File: config.mk
export PLATFORM = sky130hd
export DESIGN_NAME = dbpwm_timer
export DESIGN_NICKNAME = d
export VERILOG_FILES = /design/src/rtl/dbpwm_pkg.sv /design/src/rtl/dbpwm_counter.sv /design/src/rtl/dbpwm_cmpreg.sv /design/src/rtl/dbpwm_outff.sv /design/src/rtl/dbpwm_timer.sv
export SDC_FILE = /design/constraint.sdc
export NUM_CORES = 1
export LEC_CHECK = 0
export ABC_AREA = 1
export ABC_CLOCK_PERIOD_IN_PS = 2050
export BUFFER_PORTS_ARGS = -buffer_cell sky130_fd_sc_hd__buf_2
export CORE_UTILIZATION = 42
export DETAILED_ROUTE_END_ITERATION = 10
export SLEW_MARGIN = 30
export SYNTH_ARGS = -nofsm -noshare
export SYNTH_HDL_FRONTEND = slang
export SYNTH_SLANG_ARGS = --single-unit
File: constraint.sdc
create_clock -name clk -period 2.05 [get_ports clk]
set_input_delay 0 -clock clk [delete_from_list [all_inputs] [get_ports clk]]
set_output_delay 0 -clock clk [all_outputs]
set_load 0.01 [all_outputs]
File: src/rtl/dbpwm_pkg.sv
package dbpwm_pkg;
    typedef enum logic {
        ST_STOP  = 1'b0,
        ST_COUNT = 1'b1
    } run_state_e;

    localparam int SEL_W    = 2;
    localparam int CTRL_W   = 3;
    localparam int CTRL_INV = 0;
    localparam int CTRL_BUF = 1;
    localparam int CTRL_CLR = 2;
endpackage

File: src/rtl/dbpwm_counter.sv
module dbpwm_counter
    import dbpwm_pkg::*;
#(
    parameter int CW = 8
) (
    input  logic             clk,
    input  logic             rst,
    input  logic             run,
    input  logic             tick_en,
    input  logic [SEL_W-1:0] len_sel,
    output logic [CW-1:0]    cnt,
    output logic [CW-1:0]    cnt_step,
    output logic             adv,
    output logic             wrap
);
    localparam logic [CW-1:0] MASK_SHORT = {2'b00, {(CW-2){1'b1}}};
    localparam logic [CW-1:0] MASK_MID   = {1'b0, {(CW-1){1'b1}}};
    localparam logic [CW-1:0] MASK_FULL  = {CW{1'b1}};

    run_state_e    state_q, state_d;
    logic [CW-1:0] mask;

    always_comb begin
        case (len_sel)
            2'd0:    mask = MASK_SHORT;
            2'd1:    mask = MASK_MID;
            default: mask = MASK_FULL;
        endcase
    end

    always_ff @(posedge clk) begin
        if (rst) state_q <= ST_STOP;
        else     state_q <= state_d;
    end

    always_comb begin
        state_d = state_q;
        unique case (state_q)
            ST_STOP:  if (run)  state_d = ST_COUNT;
            ST_COUNT: if (!run) state_d = ST_STOP;
        endcase
    end

    always_comb begin
        adv = 1'b0;
        unique case (state_q)
            ST_STOP:  adv = 1'b0;
            ST_COUNT: adv = run && tick_en;
        endcase
    end

    assign cnt_step = cnt + 1'b1;
    assign wrap     = adv && ((cnt & mask) == mask);

    always_ff @(posedge clk) begin
        if (rst || !run)  cnt <= '0;
        else if (wrap)    cnt <= '0;
        else if (adv)     cnt <= cnt_step;
    end

    // a low run leaves the counter at zero
    a_r6_stop_clears: assert property (@(posedge clk) disable iff (rst)
        !run |=> (cnt == '0));

    // the wrap returns the counter to zero
    a_r2_wrap_to_zero: assert property (@(posedge clk) disable iff (rst)
        wrap |=> (cnt == '0));

    // without a tick the count is frozen
    a_r7_no_tick_hold: assert property (@(posedge clk) disable iff (rst)
        (run && !tick_en) |=> $stable(cnt));
endmodule

File: src/rtl/dbpwm_cmpreg.sv
module dbpwm_cmpreg #(
    parameter int CW = 8
) (
    input  logic          clk,
    input  logic          rst,
    input  logic          wr_en,
    input  logic [CW-1:0] wr_data,
    input  logic          buf_en,
    input  logic          commit,
    output logic [CW-1:0] active
);
    logic [CW-1:0] hold_q;

    always_ff @(posedge clk) begin
        if (rst)        hold_q <= '0;
        else if (wr_en) hold_q <= wr_data;
    end

    always_ff @(posedge clk) begin
        if (rst)                    active <= '0;
        else if (wr_en && !buf_en)  active <= wr_data;
        else if (commit && buf_en)  active <= hold_q;
    end

    // buffered, the active value moves only at a wrap
    a_r9_buffered_hold: assert property (@(posedge clk) disable iff (rst)
        (buf_en && !commit) |=> $stable(active));

    // unbuffered, a write lands on the next edge
    a_r8_direct_write: assert property (@(posedge clk) disable iff (rst)
        (wr_en && !buf_en) |=> (active == $past(wr_data)));
endmodule

File: src/rtl/dbpwm_outff.sv
module dbpwm_outff (
    input  logic clk,
    input  logic rst,
    input  logic clr,
    input  logic inv_en,
    input  logic wrap,
    input  logic match,
    output logic q
);
    always_ff @(posedge clk) begin
        if (rst || clr)            q <= 1'b0;
        else if (inv_en && wrap)   q <= ~q;
        else if (inv_en && match)  q <= ~q;
    end

    // a clear wins over any toggle
    a_r5_clear_zero: assert property (@(posedge clk) disable iff (rst)
        clr |=> !q);

    // toggling disabled keeps the level
    a_r4_frozen: assert property (@(posedge clk) disable iff (rst)
        (!inv_en && !clr) |=> $stable(q));

    // a wrap flips exactly once, even with a coincident match
    a_r10_single_flip: assert property (@(posedge clk) disable iff (rst)
        (inv_en && !clr && wrap) |=> (q != $past(q)));
endmodule

File: src/rtl/dbpwm_timer.sv
module dbpwm_timer
    import dbpwm_pkg::*;
#(
    parameter int CW = 8
) (
    input  logic              clk,
    input  logic              rst,
    input  logic              tick_en,
    input  logic              run,
    input  logic              mode_we,
    input  logic [SEL_W-1:0]  mode_wdata,
    input  logic              ctrl_we,
    input  logic [CTRL_W-1:0] ctrl_wdata,
    input  logic              cmp_we,
    input  logic [CW-1:0]     cmp_wdata,
    output logic              pwm_out
);
    logic [SEL_W-1:0] len_sel_q;
    logic             inv_q;
    logic             buf_q;
    logic             clr;
    logic [CW-1:0]    cnt;
    logic [CW-1:0]    cnt_step;
    logic [CW-1:0]    cmp_active;
    logic             adv;
    logic             wrap;
    logic             match;

    always_ff @(posedge clk) begin
        if (rst)          len_sel_q <= 2'd2;
        else if (mode_we) len_sel_q <= mode_wdata;
    end

    always_ff @(posedge clk) begin
        if (rst) begin
            inv_q <= 1'b0;
            buf_q <= 1'b0;
        end else if (ctrl_we) begin
            inv_q <= ctrl_wdata[CTRL_INV];
            buf_q <= ctrl_wdata[CTRL_BUF];
        end
    end

    assign clr   = ctrl_we && ctrl_wdata[CTRL_CLR];
    assign match = adv && (cnt_step == cmp_active);

    dbpwm_counter #(.CW(CW)) u_counter (
        .clk      (clk),
        .rst      (rst),
        .run      (run),
        .tick_en  (tick_en),
        .len_sel  (len_sel_q),
        .cnt      (cnt),
        .cnt_step (cnt_step),
        .adv      (adv),
        .wrap     (wrap)
    );

    dbpwm_cmpreg #(.CW(CW)) u_cmpreg (
        .clk     (clk),
        .rst     (rst),
        .wr_en   (cmp_we),
        .wr_data (cmp_wdata),
        .buf_en  (buf_q),
        .commit  (wrap),
        .active  (cmp_active)
    );

    dbpwm_outff u_outff (
        .clk    (clk),
        .rst    (rst),
        .clr    (clr),
        .inv_en (inv_q),
        .wrap   (wrap),
        .match  (match),
        .q      (pwm_out)
    );

    // a compare step away from the wrap flips the output
    a_r3_match_flips: assert property (@(posedge clk) disable iff (rst)
        (inv_q && !clr && match && !wrap) |=> (pwm_out != $past(pwm_out)));

    // the first cycle out of reset has a low output
    a_r1_reset_low: assert property (@(posedge clk)
        rst |=> !pwm_out);
endmodule

### Yosys cells after proc, flatten, opt, wreduce, memory -nomap -nowiden

Cells that the tools add are included.
Widths: inputs -> output; s select.

* $add $sub $neg: 1
* equality and inequality tests: 3
* muxes and demuxes: 7
* bitwise logic cells: 3
* reduce and logical (&&, ||, !) cells: 16

Operators by type and width (count)
* $eq 8x8->1: 2
* $mux 8: 2
* $pmux 8 s2: 1
* $add 8x1->8 const B: 1
* $and 8x8->8: 1
* $logic_and 1x1->1: 8
* $reduce_bool 2->1: 2
* $mux 1: 3
* $eq 2x1->1 const B: 1
* $logic_not 1->1: 2
* $logic_not 2->1: 1
* $logic_or 1x1->1: 2
* $not 1->1: 2
* $pmux 1 s2: 1
* $reduce_or 2->1: 1

* register bits after elaboration: 30

### Depth between registers and ports, before layout

Gate-level depths: netlist of run 1.

* depth in word-level cells: 8
* gate-level depth with buffers: 14
* depth with buffers taken out: 14

### Hierarchy

From an unflattened synthesis of run 1, not the netlist that was laid out.

* cell total of the unflattened synthesis: 255
* area, all modules: 1671.6 um2

Modules (own cells, without submodules)
* dbpwm_cmpreg: instances 1, cells an instance 107, area each 763.2 um2, sequential area each 320.3 um2
* dbpwm_counter: instances 1, cells an instance 83, area each 549.3 um2, sequential area each 180.2 um2
* dbpwm_timer: instances 1, cells an instance 56, area each 301.5 um2, sequential area each 80.1 um2
* dbpwm_outff: instances 1, cells an instance 9, area each 57.6 um2, sequential area each 20.0 um2

### Least setup slack after synthesis of run 1

No wires, ideal clock.

* path kind: flip-flop to flip-flop
* from: register u_counter.cnt[0]
* to: register u_cmpreg.active[5]
* arrival time: 1.562 ns
* data required time: 1.935 ns
* slack: 0.373 ns
* stages on the path, launching flop included: 13
* buffers on the path: 1
* path through: dfxtp_1 > ha_1 > nand2_1 > inv_1 > nand2_4 > nor2_4 > a31oi_2 > nor2_2 > nand2_2 > nand2_4 > buf_8 > o21ai_2 > a21oi_2

* longest elaborated chain between the ends: 5

Ends and longest elaborated chain
* start: declaration: line dbpwm_counter.sv:11 `output logic [CW-1:0] cnt,`
* start signal: assignment: line dbpwm_counter.sv:58 `else if (adv) cnt <= cnt_step;`
* $and 8x8->8: line dbpwm_counter.sv:53 `assign wrap = adv && ((cnt & mask) == mask);`
* $eq 8x8->1: line dbpwm_counter.sv:53
* $logic_and 1x1->1: line dbpwm_counter.sv:53
* $logic_and 1x1->1: line dbpwm_cmpreg.sv:22 `else if (commit && buf_en) active <= hold_q;`
* $reduce_bool 2->1 (no line)
* end signal: assignment: line dbpwm_cmpreg.sv:21 `else if (wr_en && !buf_en) active <= wr_data;`
* end signal: assignment: line dbpwm_cmpreg.sv:22
* end: declaration: line dbpwm_cmpreg.sv:10 `output logic [CW-1:0] active`

Every way passes these cells.
A chain may end at the register's enable or synchronous reset.

==> summary.txt, run 1 <==
Slew Viols, Final = 0
Synth Area per Inst = 7.11 sq um
Int Pwr = 0.00108 W
Synth top area cells = dfxtp_1 (38%), nand2_1 (9.2%), a21oi_1 (8.8%), inv_1 (7.1%), nand3_1 (6.9%)
Unrepaired setup endpoints after global routing = no
Pwr dens = 690 mW/mm^2
Placed Area = 0.00173 sq mm
Fin crit share = 93.9%
Critical Path, Cell by Cell = dlygate4sd3_1 > buf_2 > a21oi_1 > dlygate4sd3_1 > o21ai_0 > dlygate4sd3_1
Hold Crit Class = primary input to flip-flop
Share of cells above drive strength 1 = 18.5%
Starting Density = 45.9%
Comb power frac = 11.5%
CTS tree = built
Critical Path Start Type = primary input
Vias in the first global route = 1366
Fmax = 0.520 GHz
Clock sink count = 30
Switch Pwr = 0.000317 W
Post-synth top area share = 37.7%
Wire per inst = 10.9 um
H-tree depth = 2
Leak = 0.892 nW
Synthesis Warnings = 0
Kind of critical path = primary input to flip-flop
# setup viols final = 0
Post-synth design cell area = 0.00159 sq mm
Top Ports = 21
Sw Share = 22.7%
Worst Tran Pin Value = 0.438 ns
Skew-Pair Late Insertion Delay = 0.29 ns
Max-cap violations = 0
Hold Fails Final Rpt = 0
CORE AREA = 0.00347 sq mm
Worst ir drop on vdd = 0.460 mV
Post-DP HPWL = 2360 um
Clock network fraction of design power = 43.3%
Flops & latches, synth = 30
WP buf/inv = 4
Fin crit period = 1.92 ns
Worst-path fanout max = 6
CTS Buffer Depth = 2
Yosys cell types = 28
Hold WS = 0.00329 ns
Crit-path max cell delay = 0.59 ns
Detail Route Antenna Nets = 0
DR vias/cell = 4.71
Status = completed
Antenna violations before repair = 0
Die Width = 63.6 um
Final instance area = 0.00202 sq mm
Die Y = 63.6 um
Buffers on Ports = 20
Number of remaining DRC errors = 0
Via count = 1466
Synth area leader = dfxtp_1
Sequential power share = 45.1%
Synth Instances = 224
CP arrival = 2.10 ns
Pin count of the biggest net entering global routing = 20
# Post-CTS Setup Buffers = 0
Synthesized net count = 245
First-pass GRT wire length = 6020 um
Number of core rows = 21
Worst endpoint required time = 2.22 ns
Antenna diodes = 0
Most used cell, CP = dlygate4sd3_1
GRT overflow = 0
PnR Total Power = 0.00140 W
Setup crit end kind = flip-flop
Clock root cell = clkbuf_8
Clk slew on worst S/H paths = 0.07 ns
Final Routed Wirelength = 3390 um
Gr usage total = 19.5%
Register area share after synthesis = 37.7%
Nets = 286
1st-pass router iterations = 4
P&R area growth vs syn = 27.1%
Max transition margin = 70.7%
Top delay family on crit path = buffers and inverters
Critical path's slowest cell = dlygate4sd3_1
Setup TNS = 0 ns
Gpl congestion = 0.888
Drt first-iter violations = 96
Total CTS buffers = 5
Die Area = 0.00404 sq mm
Clock Skew = 0.0102 ns
-- synth_stat cells (all sizes together) --
cell type,instances
a31oi,1
clkbuf,4
buf,3
o21ai,21
or2,2
o21a,5
ha,1
nand3,22
dfxtp,30
inv,30
o21bai,2
xnor2,1
nand2,47
nand4,1
nand3b,3
xor2,2
a21oi,30
nor2,19
-- cell usage in the layout (no fill, tap or decap), types with 2 or more instances in the layout --
cell / count
inv_1: 30
o21a_1: 5
buf_2: 20
o21ai_0: 18
a21oi_1: 28
clkbuf_8: 6
buf_4: 3
nand2_4: 3
dlygate4sd3_1: 18
or2_2: 2
nand2_1: 39
nor2_1: 15
nor2_2: 2
dfxtp_1: 30
nand2_2: 5
xor2_1: 2
o21bai_1: 2
nand3_1: 22
a21oi_2: 2
nand3b_1: 3
o21ai_2: 2
-- kinds of logic (layout without fill, tap and decap cells) --
kind of cell,count (synthesis),in the layout,synth area share [%]
AOI/OAI and AO/OA,59,59,21.1
DFF,30,30,37.7
and+or+nand+nor,94,94,29.1
buffers and inverters,37,78,9.67
adders and majority gates,1,1,0.786
xor gates and xnor gates,3,3,1.65
-- flip-flops by register name (all words and copies together) (netlist names) --
register / flops
len_sel_q: 2
u_counter.cnt: 8
buf_q: 1
u_cmpreg.hold_q: 8
u_cmpreg.active: 8
u_counter.state_q: 1
u_outff.q: 1
inv_q: 1
-- metal layers --
metal / vias to the layer above / part of all wire (%) / global-route usage, %
li1: 808 / - / -
met1: 627 / 48 / 23.4
met5: - / 0 / 0
met4: 0 / 1.4 / 7.67
met3: 6 / 4.0 / 6.70
met2: 25 / 47 / 31.5
-- power groups by stage --
stage	Clock [W]	Sequential, W	Combinational, W
2_1_floorplan	0	0.000638	0.000100
3_3_place_gp	0	0.000643	0.000133
3_5_place_dp	0	0.000643	0.000134
4_1_cts	0.000622	0.000630	0.000161
5_1_grt	0.000653	0.000633	0.000184
6_report	0.000605	0.000631	0.000161
-- layout make-up --
| cell class | count | area (sq um) |
|---|---|---|
| Fill cell | 363 | 1450 |
| Clock buffer | 6 | 82.6 |
| Clock inverter | 1 | 30.0 |
| Tap cell | 46 | 57.6 |
| Inverter | 30 | 113 |
| Sequential cell | 30 | 601 |
| Multi-Input combinational cell | 157 | 837 |
| Timing Repair Buffer | 41 | 303 |
-- worst register-to-register path, stage by stage, from the launching register on --
cell	delay, ns
dfxtp_1	0.36
ha_1	0.25
nand2_1	0.15
inv_1	0.11
nand2_4	0.10
nor2_4	0.03
a31oi_2	0.21
nor2_2	0.06
nand2_2	0.10
nand2_4	0.12
o21ai_0	0.20
a21oi_1	0.05
-- stage by stage --
step / cells / utilization (%) / worst slack, ns
4_1_cts: 311 / 58.3 / 0.211
5_1_grt: 311 / 58.3 / 0.00440
3_5_place_dp: 286 / 49.9 / 0.219
6_report: 311 / 58.3 / 0.126
3_3_place_gp: 286 / 49.9 / 0.280
2_1_floorplan: 224 / - / 0.373
-- timing repair --
item / CTS / global route
endpoints found under the setup margin: 0 / 0
hold buffers: 18 / 0
hold endpoints to repair: 14 / 0
resized for setup: 0 / 0
-- path summary, 6_finish.rpt --
path | from | end | slack (ns) | depth (start not counted)
max | rst | len_sel_q[1] | 0.13 | 6
max reg2reg | u_counter.cnt[0] | u_cmpreg.active[2] | 0.20 | 11
min | ctrl_wdata[1] | buf_q | 0.003 | 3
min reg2reg | u_outff.q | u_outff.q | 0.47 | 2
Power figures use the tool's default switching activity.
==> run 2, diff against run 1 <==
--- a/config.mk
+++ b/config.mk
@@ -8,9 +8,12 @@
 export ABC_AREA = 1
 export ABC_CLOCK_PERIOD_IN_PS = 2050
 export BUFFER_PORTS_ARGS = -buffer_cell sky130_fd_sc_hd__buf_2
+export CORE_ASPECT_RATIO = 1.5
 export CORE_UTILIZATION = 42
 export DETAILED_ROUTE_END_ITERATION = 10
+export PLACE_DENSITY = 0.7
 export SLEW_MARGIN = 30
 export SYNTH_ARGS = -nofsm -noshare
 export SYNTH_HDL_FRONTEND = slang
 export SYNTH_SLANG_ARGS = --single-unit
+export TNS_END_PERCENT = 5
==> run 2 against run 1 <==
Compared with the run above:
- register-to-register slack improved by 0.02 ns
- first-iteration DRC count decreased by 49%
- die area increased by 0.13%
- critical path depth unchanged
- clock power decreased by 19%
- sequential cell count unchanged
- global-route usage decreased by 0.37 points
- core utilization decreased by 3.0 points
- combinational power increased by 3%
- largest power group unchanged
==> summary.txt, run 2 (synthesized netlist as in run 1, its figures left out) <==
Placed Area = 0.00173 sq mm
Fin crit period = 1.83 ns
Final Routed Wirelength = 3350 um
Top delay family on crit path = buffers and inverters
Met3 Use GR = 4.51%
Antenna diodes = 0
Skew-Pair Late Insertion Delay = 0.28 ns
Clock root cell = clkbuf_8
1st-pass router iterations = 4
Worst ir drop on vdd = 0.619 mV
Fmax = 0.547 GHz
Final instance area = 0.00202 sq mm
Leak = 0.890 nW
DR vias/cell = 4.87
CORE AREA = 0.00365 sq mm
Final std cells w/o fill = 311
Via count = 1515
Most used cell, CP = dlygate4sd3_1
Max-cap violations = 0
Kind of critical path = primary input to flip-flop
Number of core rows = 27
# Post-CTS Setup Buffers = 0
Finished Core Util = 55.3%
Detail Route Antenna Nets = 0
Die Width = 52.3 um
Pin count of the biggest net entering global routing = 20
Filler Cells Inserted = 346
Switch Pwr = 0.000320 W
Hold Fails Final Rpt = 0
Sequential power share = 49.1%
Status = completed
Worst-path fanout max = 6
Vias in the first global route = 1332
Worst Tran Pin Value = 0.438 ns
Int Pwr = 0.000965 W
WP buf/inv = 4
Hold Crit Class = primary input to flip-flop
H-tree depth = 2
Critical path's slowest cell = dlygate4sd3_1
Most used routing layer = met2
Gr usage total = 19.1%
First-pass GRT wire length = 5770 um
Starting Density = 43.6%
Clock sink count = 30
P&R area growth vs syn = 26.8%
Total CTS buffers = 5
Comb power frac = 12.9%
Buffers on Ports = 20
Pre-CTS setup slack = 0.229 ns
Met2 Track Usage GR = 32.3%
Number of remaining DRC errors = 0
Sw Share = 24.9%
Critical Path Start Type = primary input
Die Area = 0.00404 sq mm
Setup TNS = 0 ns
Slew Viols, Final = 0
Die Y = 77.4 um
Worst endpoint required time = 2.22 ns
Antenna violations before repair = 0
Hold Buf Count CTS = 20
Critical Path, Cell by Cell = dlygate4sd3_1 > buf_2 > a21oi_1 > dlygate4sd3_1 > o21ai_0 > dlygate4sd3_1
Share of cells above drive strength 1 = 18.3%
CTS tree = built
GRT overflow = 0
Clk slew on worst S/H paths = 0.07 ns
Most common cell after layout, fill and taps aside = nand2_1
Crit-path max cell delay = 0.56 ns
Commonest cells after routing, fill and taps aside = nand2_1 (39), inv_1 (30), dfxtp_1 (30)
Fin crit share = 89.2%
CP arrival = 2.00 ns
CTS resizes = 0
# setup viols final = 0
Biggest regs = u_cmpreg.active (8), u_cmpreg.hold_q (8), u_counter.cnt (8)
Top Ports = 21
Nets = 288
Wire per inst = 10.8 um
Unrepaired setup endpoints after global routing = no
Post-route setup slack = 0.221 ns
Post-DP HPWL = 2390 um
Clock Skew = 0.00616 ns
Setup crit end kind = flip-flop
Gpl congestion = 0.849
Drt first-iter violations = 49
CTS Buffer Depth = 2
Clock network fraction of design power = 38.0%
Max transition margin = 70.8%
Pwr dens = 637 mW/mm^2
Met1 global-route usage = 21.7%
Placed insts = 283
[run 2: cell count changes in the layout (fill, tap and decap cells not counted)]
cell	delta
dlygate4sd3_1	+2
clkbuf_1	+1
clkinv_2	+1
bufinv_16	-1
[run 2: layout make-up]
type	count	area, sq um	area share (%)
inverter	30	113	5.58
clock buffer	7	86.3	4.28
clock inverter	1	5.00	0.248
multi-input combinational	157	837	41.5
timing repair buffer	43	323	16.0
tap	43	53.8	2.67
sequential	30	601	29.8
[run 2: metal layers]
metal	vias up	wire length [um]
met3	8	91
met1	669	1410
li1	817	-
met4	0	76
met5	-	0
met2	21	1770
[run 2: worst register-to-register path, delay by kind of cell (launching register included)]
kind,cells,cell delay [ns]
adders and majority gates,1,0.24
buffers and inverters,1,0.10
AOI/OAI and AO/OA,3,0.47
and+or+nand+nor,6,0.54
DFF,1,0.36
[run 2: final timing paths]
check,startpoint,endpoint,slack (ns),cells past startpoint
worst max-delay path,rst,len_sel_q[1],0.22,6
worst min register to register,inv_q,inv_q,0.46,2
worst max register to register,u_counter.cnt[0],u_cmpreg.active[4],0.22,11
worst min-delay path,ctrl_we,inv_q,0.005,3
[run 2: metrics by stage]
stage	power, W	hold slack, ns
2_1_floorplan	0.000738	0.0691
3_3_place_gp	0.000776	0.215
3_5_place_dp	0.000778	0.222
4_1_cts	0.00130	0.00636
5_1_grt	0.00136	0.0188
6_report	0.00128	0.00497
[run 2: power groups by stage]
stage          clock network (W)  logic, W  registers [W]
3_3_place_gp                   0  0.000134       0.000642
3_5_place_dp                   0  0.000135       0.000643
2_1_floorplan                  0  0.000100       0.000638
6_report                0.000488  0.000166       0.000631
5_1_grt                 0.000533  0.000190       0.000634
4_1_cts                 0.000501  0.000166       0.000630
==> run 3, diff against run 2 <==
--- a/config.mk
+++ b/config.mk
@@ -6,7 +6,7 @@
 export NUM_CORES = 1
 export LEC_CHECK = 0
 export ABC_AREA = 1
-export ABC_CLOCK_PERIOD_IN_PS = 2050
+export ABC_CLOCK_PERIOD_IN_PS = 2300
 export BUFFER_PORTS_ARGS = -buffer_cell sky130_fd_sc_hd__buf_2
 export CORE_ASPECT_RATIO = 1.5
 export CORE_UTILIZATION = 42
==> constraint.sdc (replaced) <==
create_clock -name clk -period 2.3 [get_ports clk]
set_input_delay 0 -clock clk [delete_from_list [all_inputs] [get_ports clk]]
set_output_delay 0 -clock clk [all_outputs]
set_load 0.01 [all_outputs]
==> run 3 against run 2 <==
Compared with the run above:
- the flow now finishes with violations (hold timing)
- design area down 2.0%
- via count fell by 0.92%
- sequential power down 11%
- global-route usage rose by 0.20 points
- register-to-register slack improved by 0.24 ns
- critical path type unchanged
- largest cell class unchanged
==> summary.txt, run 3 (synthesized netlist as in run 1, its figures left out) <==
Pin count of the biggest net entering global routing = 20
Max-cap violations = 0
Met1 global-route usage = 20.9%
Gr usage total = 19.3%
Fmax = 0.533 GHz
Wire per inst = 11.0 um
Drt first-iter violations = 30
Most used routing layer = met2
Vias in the first global route = 1360
Final std cells w/o fill = 307
CTS Buffer Depth = 2
Worst ir drop on vdd = 0.507 mV
Number of remaining DRC errors = 0
Final Routed Wirelength = 3380 um
Die Width = 52.3 um
Worst Tran Pin Value = 0.479 ns
Hold Crit Class = primary input to flip-flop
Fin crit period = 1.88 ns
Max transition margin = 68.0%
Status = finished with violations
1st-pass router iterations = 4
Comb power frac = 13.1%
Switch Pwr = 0.000284 W
Critical Path, Cell by Cell = dlygate4sd3_1 > buf_2 > a21oi_1 > dlygate4sd3_1 > o21ai_0 > dlygate4sd3_1
Clock Skew = 0.00770 ns
Most common cell after layout, fill and taps aside = nand2_1
First-pass GRT wire length = 5700 um
Worst-path fanout max = 6
DR vias/cell = 4.89
Clock root cell = clkbuf_8
Kind of critical path = primary input to flip-flop
Clock network fraction of design power = 36.0%
Unrepaired setup endpoints after global routing = no
Placed insts = 282
Antenna violations before repair = 0
Starting Density = 43.6%
Hold Fails Final Rpt = 1
Slew Viols, Final = 0
Sequential power share = 50.9%
H-tree depth = 2
Die Area = 0.00404 sq mm
Hold WS = -0.00234 ns
Skew-Pair Late Insertion Delay = 0.28 ns
Biggest regs = u_cmpreg.active (8), u_cmpreg.hold_q (8), u_counter.cnt (8)
Total CTS buffers = 5
CTS tree = built
CP arrival = 2.05 ns
Post-DP HPWL = 2380 um
Sw Share = 25.8%
P&R area growth vs syn = 24.3%
Die Y = 77.4 um
Most used cell, CP = dlygate4sd3_1
Worst endpoint required time = 2.47 ns
Commonest cells after routing, fill and taps aside = nand2_1 (39), inv_1 (30), dfxtp_1 (30)
Clock sink count = 30
Setup crit end kind = flip-flop
Failing checks = hold timing
Nets = 285
Critical Path Start Type = primary input
Antenna diodes = 0
Met2 Track Usage GR = 32.6%
Met3 Use GR = 4.71%
Crit-path max cell delay = 0.56 ns
GRT overflow = 0
CTS resizes = 0
Via count = 1501
Setup TNS = 0 ns
# setup viols final = 0
Share of cells above drive strength 1 = 18.2%
Number of core rows = 27
Buffers on Ports = 20
Gpl congestion = 0.848
Int Pwr = 0.000819 W
Pwr dens = 557 mW/mm^2
CORE AREA = 0.00365 sq mm
Fin crit share = 81.6%
Clk slew on worst S/H paths = 0.07 ns
Leak = 0.873 nW
Critical path's slowest cell = dlygate4sd3_1
Detail Route Antenna Nets = 0
Top Ports = 21
## run 3: changes by cell type in the layout (fill, tap and decap cells not counted)
| cell | change |
|---|---|
| clkbuf_1 | -1 |
| clkbuf_8 | -1 |
| dlygate4sd3_1 | -2 |
| buf_4 | -1 |
| clkinv_2 | +1 |
## run 3: metal layers
| layer | wire (um) | share of wire (%) |
|---|---|---|
| met5 | 0 | 0 |
| met2 | 1830 | 54 |
| met1 | 1360 | 40 |
| met3 | 79 | 2.3 |
| met4 | 117 | 3.5 |
## run 3: what timing repair did
| action | 4_1_cts | 5_1_grt |
|---|---|---|
| hold buffers | 18 | 0 |
| endpoints found under the hold margin | 14 | 0 |
| setup buffers | 0 | 0 |
## run 3: final timing paths
check / start / end / slack (ns) / cells after the start
max reg2reg: u_counter.cnt[0] / u_cmpreg.active[1] / 0.46 / 11
min: run / u_counter.state_q / -0.002 / 3
min reg2reg: inv_q / inv_q / 0.47 / 2
max: rst / len_sel_q[1] / 0.42 / 6
## run 3: power groups by stage
stage | Sequential (W) | Combinational, W | Clock [W]
3_3_place_gp | 0.000572 | 0.000119 | 0
5_1_grt | 0.000563 | 0.000164 | 0.000424
4_1_cts | 0.000561 | 0.000145 | 0.000409
6_report | 0.000562 | 0.000144 | 0.000397
3_5_place_dp | 0.000573 | 0.000120 | 0
2_1_floorplan | 0.000569 | 0.0000891 | 0
## run 3: final cells by class
cell class / count / area [sq um]
Fill cell: 369 / 1670
Multi-Input combinational cell: 157 / 837
Sequential cell: 30 / 601
Timing Repair Buffer: 40 / 295
Inverter: 30 / 113
Clock buffer: 5 / 68.8
Tap cell: 43 / 53.8
Clock inverter: 2 / 10.0
## run 3: critical path, delay by kind of cell
| kind | cells | cell delay (ns) |
|---|---|---|
| buffers and inverters | 4 | 1.83 |
| AO/OA/AOI/OAI | 2 | 0.22 |
## run 3: stage by stage
| stage | area, sq um | hold WS [ns] | total power [W] | utilization, % | setup WS, ns |
|---|---|---|---|---|---|
| detailed placement | 1720 | 0.230 | 0.000693 | 47.1 | 0.474 |
| CTS | 1980 | 0.00425 | 0.00112 | 54.2 | 0.433 |
| floorplan | 1590 | 0.0691 | 0.000658 | - | 0.623 |
| global placement | 1720 | 0.215 | 0.000691 | 47.1 | 0.537 |
| finish | 1980 | -0.00234 | 0.00110 | 54.2 | 0.424 |
| global route | 1980 | 0.0147 | 0.00115 | 54.2 | 0.312 |
